--- src/rtl/pulse_seq_ctrl.sv ---
module pulse_seq_ctrl #(
  parameter int CNT_W      = 16,
  parameter int OFFSET_RST = 4
) (
  input  logic             clk,
  input  logic             rst_n,
  input  logic             reg_wr,
  input  logic [3:0]       reg_addr,
  input  logic [31:0]      reg_wdata,
  output logic [31:0]      reg_rdata,
  input  logic             pulse_in,
  input  logic [CNT_W-1:0] pulse_cnt,
  input  logic [CNT_W-1:0] pulse_period,
  input  logic             otw_n,
  output logic             drv_en,
  output logic [1:0]       chan_sel,
  output logic             data_clr,
  output logic             irq
);

  localparam logic [3:0] W_DRV  = 4'd0;
  localparam logic [3:0] W_OTW  = 4'd1;
  localparam logic [3:0] W_MASK = 4'd2;
  localparam logic [3:0] W_SRC  = 4'd3;
  localparam logic [3:0] W_PEND = 4'd4;
  localparam logic [3:0] W_CTRL = 4'd5;
  localparam logic [3:0] W_OFF  = 4'd6;
  localparam logic [3:0] W_ROT  = 4'd7;
  localparam logic [3:0] W_MAN  = 4'd8;
  localparam int         PADW   = 32 - CNT_W;

  logic             drv_q, otw_q, seq_en, seq_auto, clr_q;
  logic [2:0]       mask_q, src_q, events, w1c;
  logic [CNT_W-1:0] off_q, step_at, clr_at;
  logic [7:0]       rot_q;
  logic [1:0]       man_q, idx_q;

  assign step_at = pulse_period - off_q;
  assign clr_at  = step_at - CNT_W'(2);
  assign events  = {otw_n & ~otw_q, ~otw_n & otw_q, pulse_in};
  assign w1c     = (reg_wr && (reg_addr == W_SRC || reg_addr == W_PEND)) ? reg_wdata[2:0] : 3'b000;

  always_ff @(posedge clk) begin
    if (!rst_n) begin
      drv_q    <= 1'b0;
      otw_q    <= 1'b1;
      mask_q   <= 3'b111;
      src_q    <= 3'b000;
      seq_en   <= 1'b0;
      seq_auto <= 1'b0;
      off_q    <= CNT_W'(OFFSET_RST);
      rot_q    <= '0;
      man_q    <= '0;
      idx_q    <= '0;
      clr_q    <= 1'b0;
    end else begin
      otw_q <= otw_n;
      src_q <= (src_q & ~w1c) | events;
      clr_q <= (pulse_cnt == clr_at);
      if (reg_wr) begin
        case (reg_addr)
          W_DRV:  drv_q  <= reg_wdata[0];
          W_MASK: mask_q <= reg_wdata[2:0];
          W_CTRL: {seq_auto, seq_en} <= reg_wdata[1:0];
          W_OFF:  off_q  <= reg_wdata[CNT_W-1:0];
          W_ROT:  rot_q  <= {reg_wdata[13:12], reg_wdata[9:8], reg_wdata[5:4], reg_wdata[1:0]};
          W_MAN:  man_q  <= reg_wdata[1:0];
          default: ;
        endcase
      end
      if (!seq_en)
        idx_q <= '0;
      else if (seq_auto && pulse_cnt == step_at)
        idx_q <= idx_q + 2'd1;
    end
  end

  always_comb begin
    reg_rdata = '0;
    case (reg_addr)
      W_DRV:  reg_rdata[0]   = drv_q;
      W_OTW:  reg_rdata[0]   = ~otw_q;
      W_MASK: reg_rdata[2:0] = mask_q;
      W_SRC:  reg_rdata[2:0] = src_q;
      W_PEND: reg_rdata[2:0] = src_q & ~mask_q;
      W_CTRL: reg_rdata[1:0] = {seq_auto, seq_en};
      W_OFF:  reg_rdata      = {{PADW{1'b0}}, off_q};
      W_ROT:  reg_rdata      = {18'd0, rot_q[7:6], 2'd0, rot_q[5:4], 2'd0, rot_q[3:2], 2'd0, rot_q[1:0]};
      W_MAN:  reg_rdata[1:0] = man_q;
      default: ;
    endcase
  end

  assign drv_en   = drv_q;
  assign data_clr = clr_q;
  assign irq      = |(src_q & ~mask_q);
  assign chan_sel = !seq_en ? 2'b00 : (seq_auto ? rot_q[2*idx_q +: 2] : man_q);

endmodule

--- config.mk ---
export PLATFORM = sky130hd
export DESIGN_NAME = pulse_seq_ctrl
export DESIGN_NICKNAME = d
export VERILOG_FILES = /design/src/rtl/pulse_seq_ctrl.sv
export SDC_FILE = /design/constraint.sdc
export NUM_CORES = 1
export LEC_CHECK = 0
export ABC_AREA = 1
export BUFFER_PORTS_ARGS = -buffer_cell sky130_fd_sc_hd__buf_4
export CAP_MARGIN = 20
export CORE_MARGIN = 10
export CORE_UTILIZATION = 36
export CTS_BUF_LIST = sky130_fd_sc_hd__clkbuf_8
export DETAILED_ROUTE_END_ITERATION = 10
export PLACE_DENSITY = 0.68
export SKIP_LAST_GASP = 1
export SLEW_MARGIN = 20
export SYNTH_ARGS = -nofsm -noshare
export SYNTH_HDL_FRONTEND = slang
export SYNTH_SLANG_ARGS = --single-unit
--- constraint.sdc ---
create_clock -name clk -period 6.9 [get_ports clk]
set_input_delay 0.69 -clock clk [delete_from_list [all_inputs] [get_ports clk]]
set_output_delay 0.69 -clock clk [all_outputs]
set_load 0.02 [all_outputs]
; ---- Word-level counts from Yosys, hierarchy flattened
; Index checks and enable logic that the tools add are counted.
[classes]
addsub = 3
n_eq_ne = 10
shifts = 1
mux = 7
n_bitwise = 9
reduce_logical = 12
[ops]
columns = operator, count
row1 = 16-bit equality test, 2
row2 = 13-bit one-hot mux with 2 select lines, 1
row3 = 4-bit by 3-bit equality test with 1-bit output (second input constant), 4
row4 = 16-bit subtractor, 1
row5 = 16-bit by 2-bit subtractor with 16-bit output (second input constant), 1
row6 = 2-bit AND reduction, 7
row7 = 1-bit one-hot mux with 9 select lines, 1
row8 = 4-bit by 2-bit equality test with 1-bit output (second input constant), 2
row9 = 8-bit by 4-bit variable part select with 2-bit output, 1
row10 = 1-bit one-hot mux with 7 select lines, 1
row11 = 3-bit AND, 2
row12 = 3-bit NOT, 2
row13 = 4-bit by 1-bit equality test with 1-bit output (second input constant), 1
row14 = 4-bit equality test (second input constant), 1
row15 = 4-bit logical NOT, 1
row16 = 2-bit 2-to-1 mux, 2
row17 = 1-bit one-hot mux with 4 select lines, 1
row18 = 3-bit 2-to-1 mux, 1
row19 = 3-bit bitwise OR, 1
row20 = 3-bit OR reduction, 1
row21 = 2-bit by 1-bit adder with 2-bit output (second input constant), 1
row22 = 1-bit AND, 2
row23 = 1-bit logical AND, 2
row24 = 1-bit NOT, 2
row25 = 1-bit logical OR, 1
[word_totals]
reg_bits = 39
input_bits = 73
elab_cells = 53

; ---- Longest topological paths before layout
[logic_depth]
ltp_word = 7
ltp_mapped = 21

; ---- Worst setup path before layout
; Ideal clock, no wire load.
[synth_path]
kind = input -> register
start = input pulse_period[0]
end = register clr_q (netlist: data_clr)
arrival_ns = 2.674
required_ns = 6.836
setup_slack_ns = 4.162
cell_stages = 18
n_path_buf = 0
path_cell_list = inv_1 -> ha_1 -> fa_1 -> inv_1 -> nand2_2 -> nand2_1 -> ha_1 -> nand2_1 -> inv_1 -> nor4b_1 -> o21ai_0 -> nor2_1 -> nand2_1 -> nor2_1 -> nand2_1 -> nor2_1 -> nand3_1 -> nor2_1
[synth_via]
elab_chain_cells = 3
[synth_lines]
columns = item, line
row1 = start: declaration, 13  ; input logic [CNT_W-1:0] pulse_period,
row2 = 16-bit subtractor, 38  ; assign step_at = pulse_period - off_q;
row3 = 16-bit by 2-bit subtractor with 16-bit output, 39  ; assign clr_at = step_at - CNT_W'(2);
row4 = 16-bit equality test, 59  ; clr_q <= (pulse_cnt == clr_at);
row5 = end signal: assignment, 59
row6 = end: declaration, 32  ; logic drv_q, otw_q, seq_en, seq_auto, clr_q;
; Every way passes these cells.
; A chain may end at the register's enable or synchronous reset.

; ---- Final worst setup path
; Same ends and word-level chain as after synthesis.

==> results.py <==
metrics = {
    "synthesis": {
        "syn_area_um2": 3930,
        "synth-seq-cells": 39,
        "syn_avg_cell_area_um2": 5.74,
        "synth_top_family_by_area": "simple AND/OR/NAND/NOR gates",
        "ys_types": 38,
        "seq_area_frac_synth_pct": 19.9,
        "synth_compound_area_share_pct": 14.6,
        "netlist_instances": 684,
        "synth_fa_ha_area_share_pct": 5.61,
        "synth_xor_area_share_pct": 1.34,
        "ys_warn_count": 0,
        "yosys.area_share.simple_pct": 43.1,
        "synthMuxAreaShare_pct": 0,
    },
    "global_routing": {
        "grt_pass1_wl_um": 18900,
        "overflow": 0,
        "grt_pass1_vias": 4026,
        "grt_max_degree": 32,
        "antenna_found_initial": 0,
        "grtUsageTotal_pct": 14.1,
    },
    "timing": {
        "max_freq_mhz": 337,
        "hold_violations": 0,
        "setup_viol": 0,
        "final_max_slew_viol_count": 0,
        "fin_worst_skew_ps": 8.06,
        "min_period_ps": 2970,
        "slew_headroom_pct": 47.3,
        "worst_pin_slew_ps": 790,
        "period_share_pct": 43.0,
        "fin_setup_tns_ps": 0,
        "rsz0062_at_grt": "false",
    },
    "min_path": {
        "min_path_type": "reg2reg",
    },
    "route": {
        "antenna_left": 0,
        "detail_route.first_pass.iterations": 5,
        "wl_um": 11300,
        "drc_errors": 0,
        "route.top_layer_used": "met4",
        "viasPerCell": 4.77,
        "wl_met1_um": 5080,
        "dr_wl_met3_um": 446,
        "wl_met2_um": 5540,
        "num_vias": 4279,
        "dr.first_iter.drc_count": 263,
        "wl_per_cell_um": 12.6,
    },
    "clock_tree": {
        "cts-root-buf": "clkbuf_8",
        "htree_levels": 2,
        "clockBufferDepth": 2,
        "cts_sinks": 39,
        "path_clk_slew_ps": 70,
        "post-cts-setup-buffers": 0,
        "cts_buffers": 5,
        "clock_latency_ps": 290,
        "hold_buffers": 0,
        "cts_resized": 0,
        "cts_tree": "built",
    },
    "critical_path": {
        "rrSetupSlack_ps": 4090,
        "crit_type": "in2reg",
        "crit_fanout": 4,
        "end_kind": "flip-flop",
        "cp.arrival_ps": 3190,
        "startpoint_type": "input port",
        "critPathRequiredTime_ps": 7120,
    },
    "power_and_ir_drop": {
        "p_sw_uw": 224,
        "power_uw": 626,
        "power_density_nw_per_um2": 134,
        "p_clk_share_pct": 26.8,
        "seqPwrFrac_pct": 37.2,
        "peakVddDrop_mv": 0.0641,
        "p_int_uw": 403,
        "combPwrFrac_pct": 36.0,
        "p_leak_nw": 2.39,
        "p_sw_share_pct": 35.7,
    },
    "final_layout": {
        "multi_input_area_um2": 2600,
        "layout-drive-gt1-share_pct": 16.4,
        "final-seq-area_um2": 781,
        "n_fill_cell": 1180,
        "antenna_cells": 0,
        "final_net_count": 846,
        "layout-area-overhead-vs-synth_pct": 18.9,
    },
    "place": {
        "gp_congestion": 0.912,
        "io_buffers": 77,
        "dp_hpwl_um": 9510,
    },
    "floorplan": {
        "io_pins": 110,
        "die_x_um": 124,
        "die_h_um": 124,
        "fp.coreArea_um2": 10700,
        "initial_core_util_pct": 36.5,
        "core.rowCount": 38,
        "dieArea_um2": 15500,
    },
    "outcome": {
        "outcome": "complete, no violations",
    },
    "flow_run": {
        "maxCapViolations": 0,
    },
}
area by class of cell:
class / count / area share, %
clock buffers: 7 / 2.06
clock inverters: 1 / 0.0805
inverters: 115 / 9.25
multi-input cells: 518 / 55.7
flip-flops and latches: 39 / 16.7
well taps: 140 / 3.75
repair buffers: 77 / 12.4
cells by family (layout without fill, tap and decap cells):
logic type / after synthesis / count (layout)
simple gates: 377 / 377
buf+inv: 142 / 200
compound gates: 102 / 102
flops: 39 / 39
fa+ha+maj: 17 / 17
xor+xnor: 6 / 6
other cells: 1 / 16
per-stage QoR:
stage	hold WS, ps	std cells	worst slack, ps	area [um2]	util (%)
3_3_place_gp	461	889	3590	4570	42.5
4_1_cts	475	897	3880	4670	43.4
3_5_place_dp	465	889	3590	4570	42.5
5_1_grt	501	897	3710	4670	43.4
2_1_floorplan	441	699	4160	3980	-
6_report	472	897	3930	4670	43.4
routing by layer:
metal | vias to the layer above | global-route usage [%]
li1 | 2311 | -
met1 | 1856 | 17.0
met2 | 96 | 24.7
met3 | 16 | 2.04
met4 | 0 | 4.73
met5 | - | 0
power by group through the flow:
stage / clock [mW] / combinational (mW) / sequential, mW
final: 0.168 / 0.225 / 0.233
after global routing: 0.182 / 0.260 / 0.234
after CTS: 0.173 / 0.225 / 0.233
after detailed placement: 0 / 0.225 / 0.238
after global placement: 0 / 0.223 / 0.238
after floorplan: 0 / 0.169 / 0.238
worst max-delay path, cell delays in order:
cell,delay (ps)
buf_4,70
inv_1,30
ha_1,210
fa_1,380
inv_1,140
nand2_2,90
nand2_1,90
ha_1,230
nand2_1,70
inv_1,30
nor4b_1,330
o21ai_0,160
nor2_1,130
nand2_1,70
nor2_1,80
nand2_1,70
nor2_1,90
nand3_1,80
nor2_1,140
cells in the mapped netlist (all sizes together):
master	number	area [um2]
nand2	213	847
inv	115	432
nand3	78	410
nor2	64	275
a21oi	45	240
dfxtp	39	781
o21ai	37	185
buf	17	131
ha	16	200
nand4	12	75.1
clkbuf	10	37.5
o22ai	7	43.8
o211ai	5	37.5
nand3b	4	42.5
a221oi	3	26.3
xnor2	3	26.3
xor2	3	26.3
nor3	2	15.0
o2111ai	2	17.5
or2	2	12.5
a22oi	1	7.51
and2	1	6.26
conb	1	3.75
fa	1	20.0
nor4b	1	8.76
o21bai	1	7.51
o32ai	1	8.76
path summary, 6_finish.rpt:
kind	startpoint	to	cells after the start
setup / recovery	pulse_period[0]	data_clr	19
hold / removal	rot_q[1]	rot_q[1]	2
setup reg to reg	off_q[0]	data_clr	17
hold reg to reg	rot_q[1]	rot_q[1]	2
state kept, by name (all words and copies together), names as in the netlist, 2 cells and up:
name and flops:
idx_q 2, src_q 3, off_q 16, mask_q 3
man_q 2, rot_q 8
cell usage in the layout, fill, tap and decap left out, types with 2 or more instances in the layout:
cell type  netlist  final
nor2_2           8      8
nand2_2         19     19
nor2_1          54     54
clkbuf_8         0      7
o22ai_1          7      7
nand4_1         12     12
inv_1          113    114
a21oi_1         43     43
xor2_1           3      3
a221oi_1         3      3
nor2_4           2      2
dfxtp_1         39     39
ha_1            16     16
buf_4           16     77
xnor2_1          3      3
o2111ai_1        2      2
o21ai_0         37     37
inv_2            2      2
conb_1           1     16
nand2_1        194    194
nand3_2          4      4
nand3_1         74     74
o211ai_1         5      5
nand3b_1         3      3
(Power assumes the default switching activity.)
